[config.mk]
export PLATFORM = sky130hd
export DESIGN_NAME = longdelay_timer
export DESIGN_NICKNAME = d
export VERILOG_FILES = /design/src/rtl/timer_pkg.sv /design/src/rtl/ctrl_sync.sv /design/src/rtl/stage_divider.sv /design/src/rtl/oneshot_ctrl.sv /design/src/rtl/longdelay_timer.sv
export SDC_FILE = /design/constraint.sdc
export NUM_CORES = 1
export LEC_CHECK = 0
export BUFFER_PORTS_ARGS = -buffer_cell sky130_fd_sc_hd__buf_4
export CAP_MARGIN = 20
export CORE_MARGIN = 8
export CORE_UTILIZATION = 45
export DETAILED_ROUTE_END_ITERATION = 16
export GPL_TIMING_DRIVEN = 0
export SETUP_SLACK_MARGIN = 0.3
export SLEW_MARGIN = 10
export SYNTH_ARGS = -nofsm -noshare
export SYNTH_HDL_FRONTEND = slang
export SYNTH_SLANG_ARGS = --single-unit
[constraint.sdc]
create_clock -name clk -period 2.2 [get_ports clk]
set_clock_uncertainty 0.15 [all_clocks]
set_input_delay 0.66 -clock clk [delete_from_list [all_inputs] [get_ports clk]]
set_output_delay 0.66 -clock clk [all_outputs]
set_load 0.01 [all_outputs]
[src/rtl/timer_pkg.sv]
package timer_pkg;
  localparam int NUM_CTRL = 3;
  localparam int IDX_SET  = 0;
  localparam int IDX_ABT  = 1;
  localparam int IDX_TRG  = 2;

  typedef struct packed {
    logic clear;
    logic run;
    logic load;
  } div_cmd_t;
endpackage

[src/rtl/ctrl_sync.sv]
module ctrl_sync #(
  parameter int WIDTH = 3,
  parameter int DEPTH = 2
) (
  input  logic             clk,
  input  logic             rst,
  input  logic [WIDTH-1:0] async_in,
  output logic [WIDTH-1:0] lvl,
  output logic [WIDTH-1:0] lvl_prev
);
  logic [DEPTH-1:0][WIDTH-1:0] chain;

  for (genvar g = 0; g < DEPTH; g++) begin : g_stage
    if (g == 0) begin : g_first
      always_ff @(posedge clk) begin
        if (rst) chain[0] <= '0;
        else     chain[0] <= async_in;
      end
    end else begin : g_next
      always_ff @(posedge clk) begin
        if (rst) chain[g] <= '0;
        else     chain[g] <= chain[g-1];
      end
    end
  end

  always_ff @(posedge clk) begin
    if (rst) lvl_prev <= '0;
    else     lvl_prev <= chain[DEPTH-1];
  end

  assign lvl = chain[DEPTH-1];
endmodule

[src/rtl/stage_divider.sv]
module stage_divider
  import timer_pkg::*;
#(
  parameter int STAGES = 20
) (
  input  logic              clk,
  input  logic              rst,
  input  div_cmd_t          cmd,
  output logic              lower_full,
  output logic [STAGES-1:0] count_q
);
  localparam int HALF = STAGES / 2;
  localparam int SEG  = HALF - 1;
  localparam int TOP  = STAGES - 1;

  logic [SEG-1:0] lo_seg;
  logic [SEG-1:0] hi_seg;

  assign lo_seg     = count_q[SEG-1:0];
  assign hi_seg     = count_q[TOP-1:HALF];
  assign lower_full = &count_q[TOP-1:0];

  always_ff @(posedge clk) begin
    if (rst || cmd.clear) begin
      count_q <= '0;
    end else if (cmd.load) begin
      if (!(&lo_seg)) count_q[SEG-1:0]  <= lo_seg + 1'b1;
      if (!(&hi_seg)) count_q[TOP-1:HALF] <= hi_seg + 1'b1;
    end else if (cmd.run) begin
      count_q <= count_q + 1'b1;
    end
  end

  // the top stage is only ever reached as a carry, which ends the interval
  assert_top_clear_R3: assert property (@(posedge clk) disable iff (rst)
    !count_q[TOP]);

  // with no command the stages keep their value (test hold phase)
  assert_hold_R8: assert property (@(posedge clk) disable iff (rst)
    (!cmd.clear && !cmd.run && !cmd.load) |=> $stable(count_q));
endmodule

[src/rtl/oneshot_ctrl.sv]
module oneshot_ctrl
  import timer_pkg::*;
(
  input  logic                clk,
  input  logic                rst,
  input  logic [NUM_CTRL-1:0] lvl,
  input  logic [NUM_CTRL-1:0] lvl_prev,
  input  logic                lower_full,
  output div_cmd_t            cmd,
  output logic                out_q,
  output logic                tc_q
);
  logic test_q;
  logic out_n, tc_n, test_n;
  logic set_rise, trg_rise, abt_rise, entry;

  assign set_rise = lvl[IDX_SET] & ~lvl_prev[IDX_SET];
  assign trg_rise = lvl[IDX_TRG] & ~lvl_prev[IDX_TRG];
  assign abt_rise = lvl[IDX_ABT] & ~lvl_prev[IDX_ABT];
  assign entry    = abt_rise &
                    ((lvl[IDX_SET] & lvl_prev[IDX_SET]) |
                     (lvl[IDX_TRG] & lvl_prev[IDX_TRG]));

  always_comb begin
    out_n  = out_q;
    tc_n   = 1'b0;
    test_n = test_q;
    cmd    = '0;
    if (entry) begin
      test_n    = 1'b1;
      out_n     = 1'b1;
      cmd.clear = 1'b1;
    end else if (lvl[IDX_ABT]) begin
      if (abt_rise) test_n = 1'b0;
      if (test_q && !abt_rise) begin
        cmd.load = lvl[IDX_SET];
      end else begin
        out_n     = 1'b0;
        cmd.clear = 1'b1;
      end
    end else if (!test_q && set_rise) begin
      out_n     = 1'b1;
      cmd.clear = 1'b1;
    end else if (!test_q && trg_rise) begin
      out_n     = ~out_q;
      cmd.clear = 1'b1;
    end else if (out_q) begin
      if (lower_full) begin
        out_n     = 1'b0;
        tc_n      = 1'b1;
        cmd.clear = 1'b1;
      end else begin
        cmd.run = 1'b1;
      end
    end else begin
      cmd.clear = 1'b1;
    end
  end

  always_ff @(posedge clk) begin
    if (rst) begin
      out_q  <= 1'b0;
      tc_q   <= 1'b0;
      test_q <= 1'b0;
    end else begin
      out_q  <= out_n;
      tc_q   <= tc_n;
      test_q <= test_n;
    end
  end

  assert_tc_on_fall_R3: assert property (@(posedge clk) disable iff (rst)
    tc_q |-> (!out_q && $past(out_q)));

  assert_tc_single_R3: assert property (@(posedge clk) disable iff (rst)
    tc_q |=> !tc_q);

  assert_start_high_R2: assert property (@(posedge clk) disable iff (rst)
    (set_rise && !lvl[IDX_ABT] && !test_q) |=> out_q);

  assert_abort_low_R5: assert property (@(posedge clk) disable iff (rst)
    (lvl[IDX_ABT] && !abt_rise && !test_q) |=> !out_q);

  assert_test_entry_R7: assert property (@(posedge clk) disable iff (rst)
    entry |=> (test_q && out_q));
endmodule

[src/rtl/longdelay_timer.sv]
module longdelay_timer
  import timer_pkg::*;
#(
  parameter int STAGES     = 20,
  parameter int SYNC_DEPTH = 2
) (
  input  logic clk,
  input  logic por,
  input  logic set_in,
  input  logic reset_in,
  input  logic trig_in,
  output logic timer_out,
  output logic expire_pulse
);
  logic [NUM_CTRL-1:0] raw_in, lvl, lvl_prev;
  div_cmd_t            cmd;
  logic                lower_full;
  logic [STAGES-1:0]   count_q;

  always_comb begin
    raw_in          = '0;
    raw_in[IDX_SET] = set_in;
    raw_in[IDX_ABT] = reset_in;
    raw_in[IDX_TRG] = trig_in;
  end

  ctrl_sync #(.WIDTH(NUM_CTRL), .DEPTH(SYNC_DEPTH)) u_sync (
    .clk      (clk),
    .rst      (por),
    .async_in (raw_in),
    .lvl      (lvl),
    .lvl_prev (lvl_prev)
  );

  oneshot_ctrl u_ctrl (
    .clk        (clk),
    .rst        (por),
    .lvl        (lvl),
    .lvl_prev   (lvl_prev),
    .lower_full (lower_full),
    .cmd        (cmd),
    .out_q      (timer_out),
    .tc_q       (expire_pulse)
  );

  stage_divider #(.STAGES(STAGES)) u_div (
    .clk        (clk),
    .rst        (por),
    .cmd        (cmd),
    .lower_full (lower_full),
    .count_q    (count_q)
  );
endmodule

==> flow_summary.yaml <==
placed_design:
  place.gp.congestion: 0.865
  dp_hpwl_um: 3190
  port_buffers: 5
detailed_routing:
  finalWirelength_um: 5000
  dr.first_iter.drc_count: 158
  drc: 0
  vias: 1771
  dr.pass1.iters: 4
  dr_wl_met3_um: 193
  met2WireLength_um: 2390
  top_layer: "met4"
  met1_length_um: 2280
  post_drt_wl_per_cell_um: 17.2
  ant_nets: 0
  vias_per_cell: 6.09
clock_network:
  cts-root-buf: "clkbuf_8"
  insertion_delay_ns: 0.29
  clk_path_buf_depth: 2
  hold_buffers: 0
  cts_buffers: 5
  htree_levels: 2
  path_clk_slew_ns: 0.07
  cts_sinks: 31
  cts_tree: "built"
synthesis:
  syn-num-nets: 219
  avgSynthCellArea_um2: 8.39
  yosys_warnings: 0
  synth_top_area_share: 0.352
  synth.area.top_cells: "dfxtp_1 (35%), o21ai_0 (5.4%), nor2b_1 (5.0%)"
  synth-edff-count: 0
  synth.cell_area_um2: 1760
  synth_cells: 210
  synth-main-ff-cell: "dfxtp_1"
  synth_top_area_cell: "dfxtp_1"
  ys_seq_area_frac: 0.352
  ys_ff_latch: 31
  synth_cell_types: 44
  synthArstFlopShare: 0
layout:
  antenna_cells: 0
  final_common_cell: "dfxtp_1"
  layout-drive-gt1-share: 0.387
  syn_to_final_growth_pct: 39.5
  post-route-util: 0.662
  layout.nets: 251
  mostFrequentLayoutCells: "dfxtp_1 (20), buf_4 (19), nor2b_1 (14)"
grt:
  grt_max_degree: 12
  grt_antenna_before_repair: 0
  grtUsageTotal: 0.163
  grt_pass1_wl_um: 8070
  grt.overflow.total: 0
  grt_pass1_vias: 1642
power_and_ir_drop:
  clkPwrFrac: 0.447
  combPwrFrac: 0.098
  p_per_area_nw_per_um2: 516
  vdd_drop_max_mv: 0.337
  p_leak_nw: 0.813
  intPower_uw: 960
  swShare: 0.243
  p_seq_frac: 0.455
  switchingPower_uw: 308
timing:
  relSlewSlack: 0.614
  final.setup.worst_slack_ns: -0.185
  finalSetupTns_ns: -1.38
  fin_crit_ns: 2.38
  max_freq_mhz: 419
  hold_viol: 0
  worst_pin_slew_ns: 0.575
  rsz0062_at_grt: "yes"
  period_share: 1.08
  drv_slew: 0
  setup_viol_count_final: 17
worst_setup_path:
  ff2ff_setup_slack_ns: -0.18
  critPathKind: "reg2reg"
  worstSetupStartpointType: "flip-flop"
  crit_path_max_fanout: 6
  critPathArrivalTime_ns: 2.45
  end_kind: "flip-flop"
  required_ns: 2.27
floorplanning:
  initial_core_util: 0.474
  core_area_um2: 3720
  ioPinCount: 7
  num_rows: 22
  die_y_um: 78.6
  fp.dieArea_um2: 6180
  die_x_um: 78.6
min_path:
  min_path_type: "reg2reg"
status:
  violations: "setup timing"
  outcome: "finished, violations left"
run:
  maxCapViolCount: 0
-- path summary, 6_finish.rpt --
kind / start / to / cells past startpoint
max: u_div.count_q[10] / u_div.count_q[12] / 11
min: u_sync.chain[2] / u_sync.lvl[2] / 1
max reg2reg: u_div.count_q[10] / u_div.count_q[12] / 11
min reg2reg: u_sync.chain[2] / u_sync.lvl[2] / 1
-- flip-flops by register name, summed over array words and instances (netlist names) --
| register | cells |
|---|---|
| u_div.count_q | 19 |
| u_sync.lvl_prev | 3 |
| u_ctrl.out_q | 1 |
| u_sync.chain | 3 |
| u_sync.lvl | 3 |
| u_ctrl.test_q | 1 |
| u_ctrl.tc_q | 1 |
-- worst max-delay path: stages, from the launching register on --
cell and delay, ns:
dfxtp_4 0.36, ha_4 0.16, and3_4 0.18, nand2_2 0.06, inv_2 0.04, ha_4 0.15
nand2b_4 0.15, or2_0 0.22, clkbuf_8 0.15, o21a_4 0.13, or4_4 0.42, a21oi_2 0.13
-- area by class of cell --
type / count / area [um2]
clock inverter: 3 / 43.8
buffer: 8 / 70.1
sequential: 31 / 639
multi-input combinational: 164 / 1340
clock buffer: 5 / 68.8
inverter: 7 / 26.3
fill: 304 / 1260
tap: 48 / 60.1
timing repair buffer: 25 / 214
-- metal layers --
layer,vias up,global-route usage
met4,0,0.0648
met1,855,0.199
met2,46,0.273
li1,856,-
met5,-,0
met3,14,0.0342
-- what timing repair did --
| item | 4_1_cts | 5_1_grt |
|---|---|---|
| cloned | 2 | 0 |
| resized for setup | 45 | 34 |
| setup endpoints to repair | 20 | 20 |
| buffers inserted | 16 | 2 |
| pin swaps | 14 | 11 |
-- per-stage QoR --
step | setup WS, ns | std cells | hold WS, ns | instance area [um2] | power, mW
finish | -0.185 | 291 | 0.287 | 2460 | 1.27
global route | -0.269 | 291 | 0.308 | 2460 | 1.31
CTS | -0.180 | 289 | 0.295 | 2350 | 1.26
detailed placement | -0.257 | 263 | 0.284 | 1940 | 0.668
global placement | -0.212 | 263 | 0.268 | 1940 | 0.666
floorplan | -0.0303 | 210 | 0.264 | 1840 | 0.644
-- power groups by stage --
stage	combinational, mW	sequential, mW	clock (mW)
3_3_place_gp	0.0741	0.591	0
4_1_cts	0.111	0.578	0.574
5_1_grt	0.133	0.579	0.596
6_report	0.124	0.577	0.567
2_1_floorplan	0.0533	0.591	0
3_5_place_dp	0.0765	0.592	0
-- kinds of logic after synthesis --
| kind of cell | share of synthesized area |
|---|---|
| mux | 0.0341 |
| fa+ha+maj | 0.0284 |
| buf+inv | 0.0334 |
| compound gates | 0.265 |
| simple gates | 0.277 |
| xor+xnor | 0.00994 |
| flops | 0.352 |
-- cells in the mapped netlist, types with 6 or more instances --
cell / number
a21oi_1: 13
clkbuf_1: 6
dfxtp_1: 31
inv_1: 7
mux2i_1: 6
nand2_1: 13
nand2b_1: 8
nand3_1: 9
nor2_1: 13
nor2b_1: 14
o21ai_0: 19
o31ai_1: 6
Power figures use the tool's default switching activity.
